### src/rtl/ycc_demux_pkg.sv
package ycc_demux_pkg;

    localparam int unsigned DW     = 10;
    localparam int unsigned PH_W   = 2;
    localparam int unsigned F_POS  = 8;
    localparam int unsigned V_POS  = 7;
    localparam int unsigned H_POS  = 6;
    localparam int unsigned HIST_N = 3;

    typedef logic [DW-1:0] word_t;

    typedef enum logic [PH_W-1:0] {
        PH_CB = 2'd0,
        PH_YA = 2'd1,
        PH_CR = 2'd2,
        PH_YB = 2'd3
    } phase_e;

    typedef struct packed {
        word_t y;
        word_t cb;
        word_t cr;
    } pix_t;

    localparam word_t TRS_HEAD   = '1;
    localparam word_t TRS_ZERO   = '0;
    localparam word_t CHROMA_MSB = word_t'(1) << (DW - 1);
    localparam word_t LUMA_BLANK = word_t'(64);

    function automatic word_t luma_strip(word_t s, logic en, word_t lvl);
        if (!en)
            return s;
        if (s < lvl)
            return '0;
        return s - lvl;
    endfunction

    function automatic word_t chroma_fix(word_t s, logic inv);
        return inv ? (s ^ CHROMA_MSB) : s;
    endfunction

    function automatic word_t avg_round(word_t a, word_t b);
        logic [DW:0] sum;
        sum = {1'b0, a} + {1'b0, b} + {{DW{1'b0}}, 1'b1};
        return sum[DW:1];
    endfunction

    function automatic phase_e phase_step(phase_e p);
        logic [PH_W-1:0] t;
        t = p;
        t = t + 2'd1;
        return phase_e'(t);
    endfunction

endpackage

### src/rtl/ycc_trs_detect.sv
module ycc_trs_detect
    import ycc_demux_pkg::*;
(
    input  logic  clk,
    input  logic  rst,
    input  word_t din,
    input  logic  capture_en,
    output logic  trs_hit,
    output logic  sav_hit,
    output logic  f_flag,
    output logic  v_flag
);

    word_t hist [HIST_N];

    always_ff @(posedge clk) begin
        if (rst) begin
            for (int i = 0; i < HIST_N; i++)
                hist[i] <= '0;
        end else begin
            hist[0] <= din;
            for (int i = 1; i < HIST_N; i++)
                hist[i] <= hist[i-1];
        end
    end

    always_comb begin
        trs_hit = (hist[2] == TRS_HEAD) && (hist[1] == TRS_ZERO) &&
                  (hist[0] == TRS_ZERO) && din[DW-1];
        sav_hit = trs_hit && !din[H_POS];
    end

    always_ff @(posedge clk) begin
        if (rst) begin
            f_flag <= 1'b0;
            v_flag <= 1'b0;
        end else if (capture_en && trs_hit) begin
            f_flag <= din[F_POS];
            v_flag <= din[V_POS];
        end
    end

endmodule

### src/rtl/ycc_phase_track.sv
module ycc_phase_track
    import ycc_demux_pkg::*;
(
    input  logic   clk,
    input  logic   rst,
    input  logic   sync_ext,
    input  logic   sav_hit,
    input  logic   hsync_n,
    output phase_e ph_q,
    output logic   align
);

    logic hs_q;

    always_ff @(posedge clk) begin
        hs_q <= hsync_n;
    end

    always_comb begin
        if (sync_ext)
            align = hs_q && !hsync_n;
        else
            align = sav_hit;
    end

    always_ff @(posedge clk) begin
        if (rst)
            ph_q <= PH_CB;
        else if (align)
            ph_q <= PH_CB;
        else
            ph_q <= phase_step(ph_q);
    end

endmodule

### src/rtl/ycc_pixel_build.sv
module ycc_pixel_build
    import ycc_demux_pkg::*;
#(
    parameter word_t BLANK = LUMA_BLANK
) (
    input  logic   clk,
    input  logic   rst,
    input  word_t  din,
    input  phase_e ph,
    input  logic   luma_ofs_en,
    input  logic   chroma_inv,
    output logic   pix_en,
    output pix_t   pix
);

    word_t chroma_w;
    word_t luma_w;
    word_t cb_hold, cr_hold;
    word_t cb_prev, cr_prev;
    word_t ya_hold, yb_prev;

    always_comb begin
        chroma_w = chroma_fix(din, chroma_inv);
        luma_w   = luma_strip(din, luma_ofs_en, BLANK);
    end

    always_ff @(posedge clk) begin
        if (rst) begin
            cb_hold <= '0;
            cr_hold <= '0;
            cb_prev <= '0;
            cr_prev <= '0;
            ya_hold <= '0;
            yb_prev <= '0;
            pix     <= '0;
            pix_en  <= 1'b0;
        end else begin
            pix_en <= 1'b0;
            unique case (ph)
                PH_CB: cb_hold <= chroma_w;
                PH_YA: begin
                    pix     <= '{y: ya_hold, cb: cb_prev, cr: cr_prev};
                    pix_en  <= 1'b1;
                    ya_hold <= luma_w;
                end
                PH_CR: cr_hold <= chroma_w;
                PH_YB: begin
                    pix     <= '{y:  yb_prev,
                                 cb: avg_round(cb_prev, cb_hold),
                                 cr: avg_round(cr_prev, cr_hold)};
                    pix_en  <= 1'b1;
                    cb_prev <= cb_hold;
                    cr_prev <= cr_hold;
                    yb_prev <= luma_w;
                end
                default: ;
            endcase
        end
    end

endmodule

### src/rtl/ycc_demux.sv
module ycc_demux
    import ycc_demux_pkg::*;
#(
    parameter word_t BLANK_LEVEL = LUMA_BLANK
) (
    input  logic          clk,
    input  logic          rst,
    input  logic [DW-1:0] din,
    input  logic          sync_ext,
    input  logic          luma_ofs_en,
    input  logic          chroma_inv,
    input  logic          hsync_n,
    output logic          pix_en,
    output logic [DW-1:0] y_out,
    output logic [DW-1:0] cb_out,
    output logic [DW-1:0] cr_out,
    output logic          f_flag,
    output logic          v_flag
);

    logic   trs_hit;
    logic   sav_hit;
    logic   align;
    phase_e ph_q;
    pix_t   pix;

    ycc_trs_detect u_trs (
        .clk        (clk),
        .rst        (rst),
        .din        (din),
        .capture_en (!sync_ext),
        .trs_hit    (trs_hit),
        .sav_hit    (sav_hit),
        .f_flag     (f_flag),
        .v_flag     (v_flag)
    );

    ycc_phase_track u_phase (
        .clk      (clk),
        .rst      (rst),
        .sync_ext (sync_ext),
        .sav_hit  (sav_hit),
        .hsync_n  (hsync_n),
        .ph_q     (ph_q),
        .align    (align)
    );

    ycc_pixel_build #(.BLANK(BLANK_LEVEL)) u_build (
        .clk         (clk),
        .rst         (rst),
        .din         (din),
        .ph          (ph_q),
        .luma_ofs_en (luma_ofs_en),
        .chroma_inv  (chroma_inv),
        .pix_en      (pix_en),
        .pix         (pix)
    );

    assign y_out  = pix.y;
    assign cb_out = pix.cb;
    assign cr_out = pix.cr;

endmodule

### config.mk
export PLATFORM = sky130hd
export DESIGN_NAME = ycc_demux
export DESIGN_NICKNAME = d
export VERILOG_FILES = /design/src/rtl/ycc_demux_pkg.sv /design/src/rtl/ycc_trs_detect.sv /design/src/rtl/ycc_phase_track.sv /design/src/rtl/ycc_pixel_build.sv /design/src/rtl/ycc_demux.sv
export SDC_FILE = /design/constraint.sdc
export NUM_CORES = 1
export LEC_CHECK = 0
export CAP_MARGIN = 20
export CORE_MARGIN = 2
export CORE_UTILIZATION = 55
export DETAILED_ROUTE_END_ITERATION = 7
export PLACE_DENSITY = 0.75
export SKIP_LAST_GASP = 1
export SLEW_MARGIN = 25
export SYNTH_ARGS = -nofsm -noshare
export SYNTH_HDL_FRONTEND = slang
export SYNTH_SLANG_ARGS = --single-unit
### constraint.sdc
create_clock -name clk -period 2.7 [get_ports clk]
set_clock_uncertainty 0.15 [all_clocks]
set_input_delay 0.54 -clock clk [delete_from_list [all_inputs] [get_ports clk]]
set_output_delay 0.54 -clock clk [all_outputs]
set_load 0.005 [all_outputs]
==> qor.yml, run 1 <==
finish:
  multi_input_area_sq_um: 2850
  drive_gt1_share_pct: 7.55
  utilization_pct: 68.7
  n_antenna_cell: 0
  n_fill_cell: 772
  seqCellArea_sq_um: 2520
  area_delta_synth_final_pct: 21.0
  num-nets-final: 678
routing:
  viasPerCell: 5.58
  antenna_left: 0
  wirelength_um: 12300
  wl_per_cell_um: 15.7
  drt_iter0_drc: 228
  first_pass_iters: 5
  route.detailed.drc: 0
  vias: 4366
power_and_ir_drop:
  intPower_uw: 3560
  comb_power_share_pct: 9.6
  p_sw_share_pct: 22.8
  p_clk_share_pct: 47.1
  p_switching_uw: 1050
  p_per_area_nw_per_um2: 686
  p_leak_uw: 0.00262
  power_frac_seq_pct: 43.4
  ir_drop_mv: 0.521
floorplanning:
  initial_core_util_pct: 56.8
  die_w_um: 104
  coreArea_sq_um: 9770
  io_pins: 49
  core.rowCount: 36
  die-area_sq_um: 10900
  die_h_um: 104
yosys:
  synth_edf_count: 0
  syn_inst: 597
  ys_seq_area_share_pct: 45.4
  synth.net_count: 638
  async_flop_share_pct: 0
  synth_area_leaders: "dfxtp_1 (45%), mux2i_1 (11%), nor2_1 (5.9%)"
  synth_top_cell_area_share_pct: 45.4
  synth_flop_cell: "dfxtp_1"
  yosys.cell_types.count: 50
  yosys.area.top_type: "dfxtp_1"
  syn_area_sq_um: 5550
  yosys_warnings: 0
  synth_area_per_cell_sq_um: 9.30
  ys_seq_elements: 126
timing:
  hold_viol: 0
  period_needed_ps: 2280
  setup_viol: 0
  tns_ps: 0
  worst_slew_pin_slew_ps: 622
  max_freq_ghz: 0.439
  maxSlewViolCount: 0
  rsz0062_at_grt: "no"
  post-route-period-util_pct: 84.4
  max-slew-margin-rel_pct: 58.5
worst_setup_path:
  worstSetupEndpointType: "flop"
  worstPathCellList: "inv_1, fa_1, nand2b_1, a211oi_1, nor4_1, a2111oi_0"
  start_kind: "flop"
  cp_top_family: "compound AO/OA/AOI/OAI gates"
  max_stage_delay_ps: 450
  crit_buf_inv: 1
  crit_required_ps: 2950
  crit_path_max_fanout: 4
  slowest_stage: "a211oi_1"
  critPathKind: "flop to flop"
  cp_data_arrival_time_ps: 2520
clock_network:
  root_buffer: "clkbuf_8"
  post_cts_buffers: 0
  cts_made_buffers: 17
  cts_tree: "done"
  clkSinkCount: 126
  htree_levels: 4
  clk_latency_ps: 510
  clk_pin_slew_ps: 60
  ctsResizeCount: 0
  cts_buffer_depth: 2
  hold_buffers: 0
placement:
  place_hpwl_um: 8270
  place.gp.congestion: 0.852
  port_buffers: 48
job:
  drv_cap: 0
grt:
  grtUsageMet2_pct: 38.7
  grt.met1_usage_pct: 30.4
  grt_pass1_wl_um: 20800
  first_global_vias: 4214
  grt_util_all_layers_pct: 23.9
  grt_max_degree: 52
  grtUsageMet3_pct: 5.95
  grt-ovfl-total: 0
  antenna_found_initial: 0
  grt-busiest-layer: "met2"
hold_path:
  hp-class: "flop to flop"
status:
  status: "completed"
-- power groups by stage --
stage                     Sequential [uW]  Combinational (uW)  Clock (uW)
after floorplan                      2020                 298           0
after global placement               2030                 425           0
after detailed placement             2040                 438           0
after CTS                            2000                 443        2200
after global routing                 2010                 489        2300
final                                2000                 441        2170
-- metrics by stage --
stage	hold WS, ps	instances	worst slack, ps	total power, uW	cell area [sq um]
2_1_floorplan	278	597	739	2320	5550
3_3_place_gp	301	751	344	2460	6150
3_5_place_dp	307	751	269	2470	6150
4_1_cts	309	782	479	4640	6720
5_1_grt	323	782	228	4800	6720
6_report	310	782	422	4610	6720
-- metal layers --
layer  up-vias  wire length (um)  share of wire (%)
li1       2196                 -                  -
met1      2063              5550                 45
met2        86              6010                 49
met3        21               503                4.1
met4         0               231                1.9
met5         -                 0                  0
-- cell families after synthesis --
kind of cell	after synthesis	share of synthesized area, %
AND/OR/NAND/NOR	206	18.4
multiplexers	65	11.9
AO/OA/AOI/OAI	120	14.0
buffers and inverters	50	3.56
flip-flops	126	45.4
XOR/XNOR	5	0.789
adder cells (fa/ha/maj)	25	5.90
-- Yosys cell counts, types with 2 or more instances --
cell / n
a2111oi_0: 3
a211oi_1: 27
a21o_1: 4
a21oi_1: 45
a311o_1: 2
a31oi_1: 3
buf_1: 6
buf_2: 8
clkbuf_1: 24
dfxtp_1: 126
fa_1: 2
ha_1: 23
inv_1: 11
mux2_1: 2
mux2_2: 4
mux2i_1: 59
nand2_1: 25
nand2b_1: 13
nand3_1: 14
nand4_1: 4
nand4b_1: 2
nor2_1: 88
nor2b_1: 33
nor3_1: 8
nor4_1: 6
o211a_1: 5
o211ai_1: 5
o21ai_0: 10
o21ai_1: 5
o311ai_1: 4
or4_1: 3
xnor2_1: 5
-- flip-flops by register name, summed over array words and instances (netlist names) --
register,cells
u_build.pix_en,1
u_phase.ph_q,2
u_build.cr_hold,10
u_trs.v_flag,1
u_build.cr_prev,10
u_build.pix,30
u_trs.f_flag,1
u_trs.hist,30
u_build.cb_prev,10
u_build.yb_prev,10
u_phase.hs_q,1
u_build.cb_hold,10
u_build.ya_hold,10
-- worst reg2reg max path, stage by stage (launching register included) --
cell and delay [ps]:
dfxtp_1 390, inv_1 80, fa_1 440, nand2b_1 210, a211oi_1 450, nor4_1 100, a2111oi_0 340
-- placed cells by master (no fill, tap or decap), types with 4 or more instances in the layout --
master,n
clkbuf_1,5
o311ai_1,4
a211oi_1,27
nor2b_1,33
nand3_1,14
buf_4,11
a21oi_1,45
xnor2_1,5
ha_1,21
nor2_1,88
nand2b_1,13
inv_1,11
o211ai_1,5
o21ai_0,10
mux2_2,4
nor3_1,8
clkdlybuf4s50_1,47
nand2_1,25
nand4_1,4
nor4_1,6
clkinv_2,5
a21o_1,4
o211a_1,5
dfxtp_1,126
o21ai_1,5
clkbuf_16,16
mux2i_1,59
-- worst paths after layout --
check                                                     start                            to  slack [ps]  cells after the start
worst max-delay path            u_build.cb_prev[1]$_SDFFE_PP0P_  u_build.pix[17]$_SDFFE_PP0P_         420                      6
worst min-delay path                u_trs.hist[0][2]$_SDFF_PP0_  u_trs.hist[0][12]$_SDFF_PP0_         310                      1
worst max register to register  u_build.cb_prev[1]$_SDFFE_PP0P_  u_build.pix[17]$_SDFFE_PP0P_         420                      6
worst min register to register      u_trs.hist[0][2]$_SDFF_PP0_  u_trs.hist[0][12]$_SDFF_PP0_         310                      1
-- layout make-up --
type	count	area share, %
flip-flops and latches	126	37.6
inverters	12	0.671
clock inverters	8	1.71
well taps	133	2.48
clock buffers	23	6.65
multi-input cells	421	42.4
repair buffers	59	8.53
(Power assumes the default switching activity.)
==> inputs of run 2 (changes only) <==
==> constraint.sdc (replaced) <==
create_clock -name clk -period 2.1 [get_ports clk]
set_clock_uncertainty 0.15 [all_clocks]
set_input_delay 0.42 -clock clk [delete_from_list [all_inputs] [get_ports clk]]
set_output_delay 0.42 -clock clk [all_outputs]
set_load 0.005 [all_outputs]
==> run 2 against run 1 <==
  * Sequential share of layout area shrank 1.4 points
  * Via count increased by 4.4%
  * Worst hold slack worse by 140 ps
  * Largest cell class unchanged
==> qor.yml, run 2 (synthesized netlist as in run 1, its figures left out) <==
placement:
  port_buffers: 48  # unchanged
  place_hpwl_um: 8620  # +4.3%
  place.gp.congestion: 0.856  # +0.52%
  place_inst: 770  # +2.5%
clock_network:
  clk_pin_slew_ps: 60  # about the same
  cts_made_buffers: 17  # unchanged
  post_cts_buffers: 0  # unchanged
  cts_tree: "done"
  root_buffer: "clkbuf_8"
  cts_buffer_depth: 2  # unchanged
  clk_latency_ps: 510  # about the same
  clkSinkCount: 126  # unchanged
  hold_buffers: 0  # unchanged
  htree_levels: 4  # unchanged
worst_setup_path:
  cp_top_family: "buffers and inverters"
  crit_path_max_fanout: 2  # -2
  crit_buf_inv: 1  # unchanged
  cp_data_arrival_time_ps: 1480  # -1040 ps
  start_kind: "flop"
  cp-startpoint: "u_build.pix[29]$_SDFFE_PP0P_"
  slowest_stage: "clkdlybuf4s50_1"
  critPathKind: "flop to output port"
  max_stage_delay_ps: 540  # +90 ps
  crit_required_ps: 1530  # -1420 ps
  worstPathCellList: "clkdlybuf4s50_1"
  timing.rr.start: "u_build.cr_prev[3]$_SDFFE_PP0P_"
  worstSetupEndpointType: "output port"
grt:
  grt_pass1_wl_um: 21800  # +4.6%
  first_global_vias: 4474  # +6.2%
  grt-ovfl-total: 0  # unchanged
  grt_max_degree: 64  # +23%
  antenna_found_initial: 0  # unchanged
  grt_util_all_layers_pct: 25.2  # +1.3 points
finish:
  num-nets-final: 697  # +2.8%
  utilization_pct: 71.3  # +2.6 points
  drive_gt1_share_pct: 12.0  # +4.4 points
  mostFrequentLayoutCells: "dfxtp_1 (126), nor2_1 (88), mux2i_1 (59)"
  area_delta_synth_final_pct: 25.5
  n_fill_cell: 737  # -4.5%
  n_antenna_cell: 0  # unchanged
  fin_cells: 802  # +2.6%
  mostFrequentLayoutCell: "dfxtp_1"
  largestRegisters: "u_build.pix (30), u_trs.hist (30)"
routing:
  route.detailed.drc: 0  # unchanged
  vias: 4559  # +4.4%
  wirelength_um: 13500  # +9.4%
  wl_per_cell_um: 16.8  # +6.7%
  drt_iter0_drc: 218  # -4.4%
  first_pass_iters: 5  # unchanged
  antenna_left: 0  # unchanged
  viasPerCell: 5.68  # +1.8%
timing:
  maxSlewViolCount: 0  # unchanged
  worst_slew_pin_slew_ps: 454  # -169 ps
  max-slew-margin-rel_pct: 69.7  # +11 points
  post-route-period-util_pct: 97.8
  period_needed_ps: 2050
  whs_ps: 170  # -140 ps
  max_freq_ghz: 0.487
  setup_viol: 0  # unchanged
  hold_viol: 0  # unchanged
  rsz0062_at_grt: "yes"
job:
  drv_cap: 0  # unchanged
floorplanning:
  core.rowCount: 36  # unchanged
  coreArea_sq_um: 9770  # unchanged
  die_w_um: 104  # unchanged
  io_pins: 49  # unchanged
  initial_core_util_pct: 56.8  # unchanged
  die-area_sq_um: 10900  # unchanged
  die_h_um: 104  # unchanged
power_and_ir_drop:
  p_leak_uw: 0.00274  # +4.7%
  p_per_area_nw_per_um2: 881  # +28%
  ir_drop_mv: 0.502  # -3.7%
hold_path:
  hp-class: "input port to flop"
  worstHoldStart: "rst"
status:
  status: "completed"
run 2: cell count changes in the layout (fill, tap and decap cells not counted), moves of 3 or more:
cell and change:
clkinvlp_4 +4, buf_4 +16, clkinv_2 -3, a211oi_1 -3, inv_6 +6, clkbuf_1 -5, buf_12 +3
run 2: layout make-up:
type                    instances  area (sq um)  share of cell area, %
flip-flops and latches        126          2520                   36.2
repair buffers                 78           753                   10.8
clock inverters                15           183                   2.62
well taps                     133           166                   2.39
multi-input cells             421          2890                   41.4
inverters                      12          45.0                  0.646
clock buffers                  17           414                   5.94
run 2: repair_timing:
action                                  4_1_cts  5_1_grt
pin swaps                                     2        0
gates cloned                                  0        0
endpoints found under the setup margin        1        3
resized for setup                             5        4
hold endpoints to repair                      0        0
run 2: per-stage QoR:
step                      total power, uW  setup TNS [ps]  setup WS [ps]  instance area [sq um]
after floorplan                      2980               0            139                   5550
after global placement               3200            -137          -40.4                   6330
after CTS                            6170               0           38.9                   6950
after global routing                 6360           -27.6          -19.1                   6970
after detailed placement             3220            -792           -136                   6330
final                                6140               0           46.1                   6970
run 2: path summary, 6_finish.rpt:
path	to	slack (ps)	cells past startpoint
max	y_out[9]	50	1
min	u_build.cb_hold[4]$_SDFFE_PP0N_	170	2
max reg2reg	u_build.pix[7]$_SDFFE_PP0P_	50	6
min reg2reg	u_trs.hist[0][12]$_SDFF_PP0_	300	1
run 2: routing by layer:
layer  vias up  wire length [um]  GRT usage [%]
li1       2235                 -              -
met1      2171              5780           31.8
met2       126              6580           41.3
met3        27               745           5.58
met4         0               349           11.5
met5         -                 0              0
run 2: power breakdown:
| group | total, uW | switching, uW | internal, uW |
|---|---|---|---|
| sequential | 2560 | 67.1 | 2500 |
| combinational | 619 | 335 | 283 |
| clock | 2960 | 1140 | 1820 |
==> inputs of run 3 (changes only) <==
--- a/config.mk
+++ b/config.mk
@@ -9,6 +9,7 @@
 export CORE_MARGIN = 2
 export CORE_UTILIZATION = 55
 export DETAILED_ROUTE_END_ITERATION = 7
+export HOLD_SLACK_MARGIN = 0.05
 export PLACE_DENSITY = 0.75
 export SKIP_LAST_GASP = 1
 export SLEW_MARGIN = 25
==> results of run 3 <==
No change in the layout: final DEF, timing and power equal those of run 2.
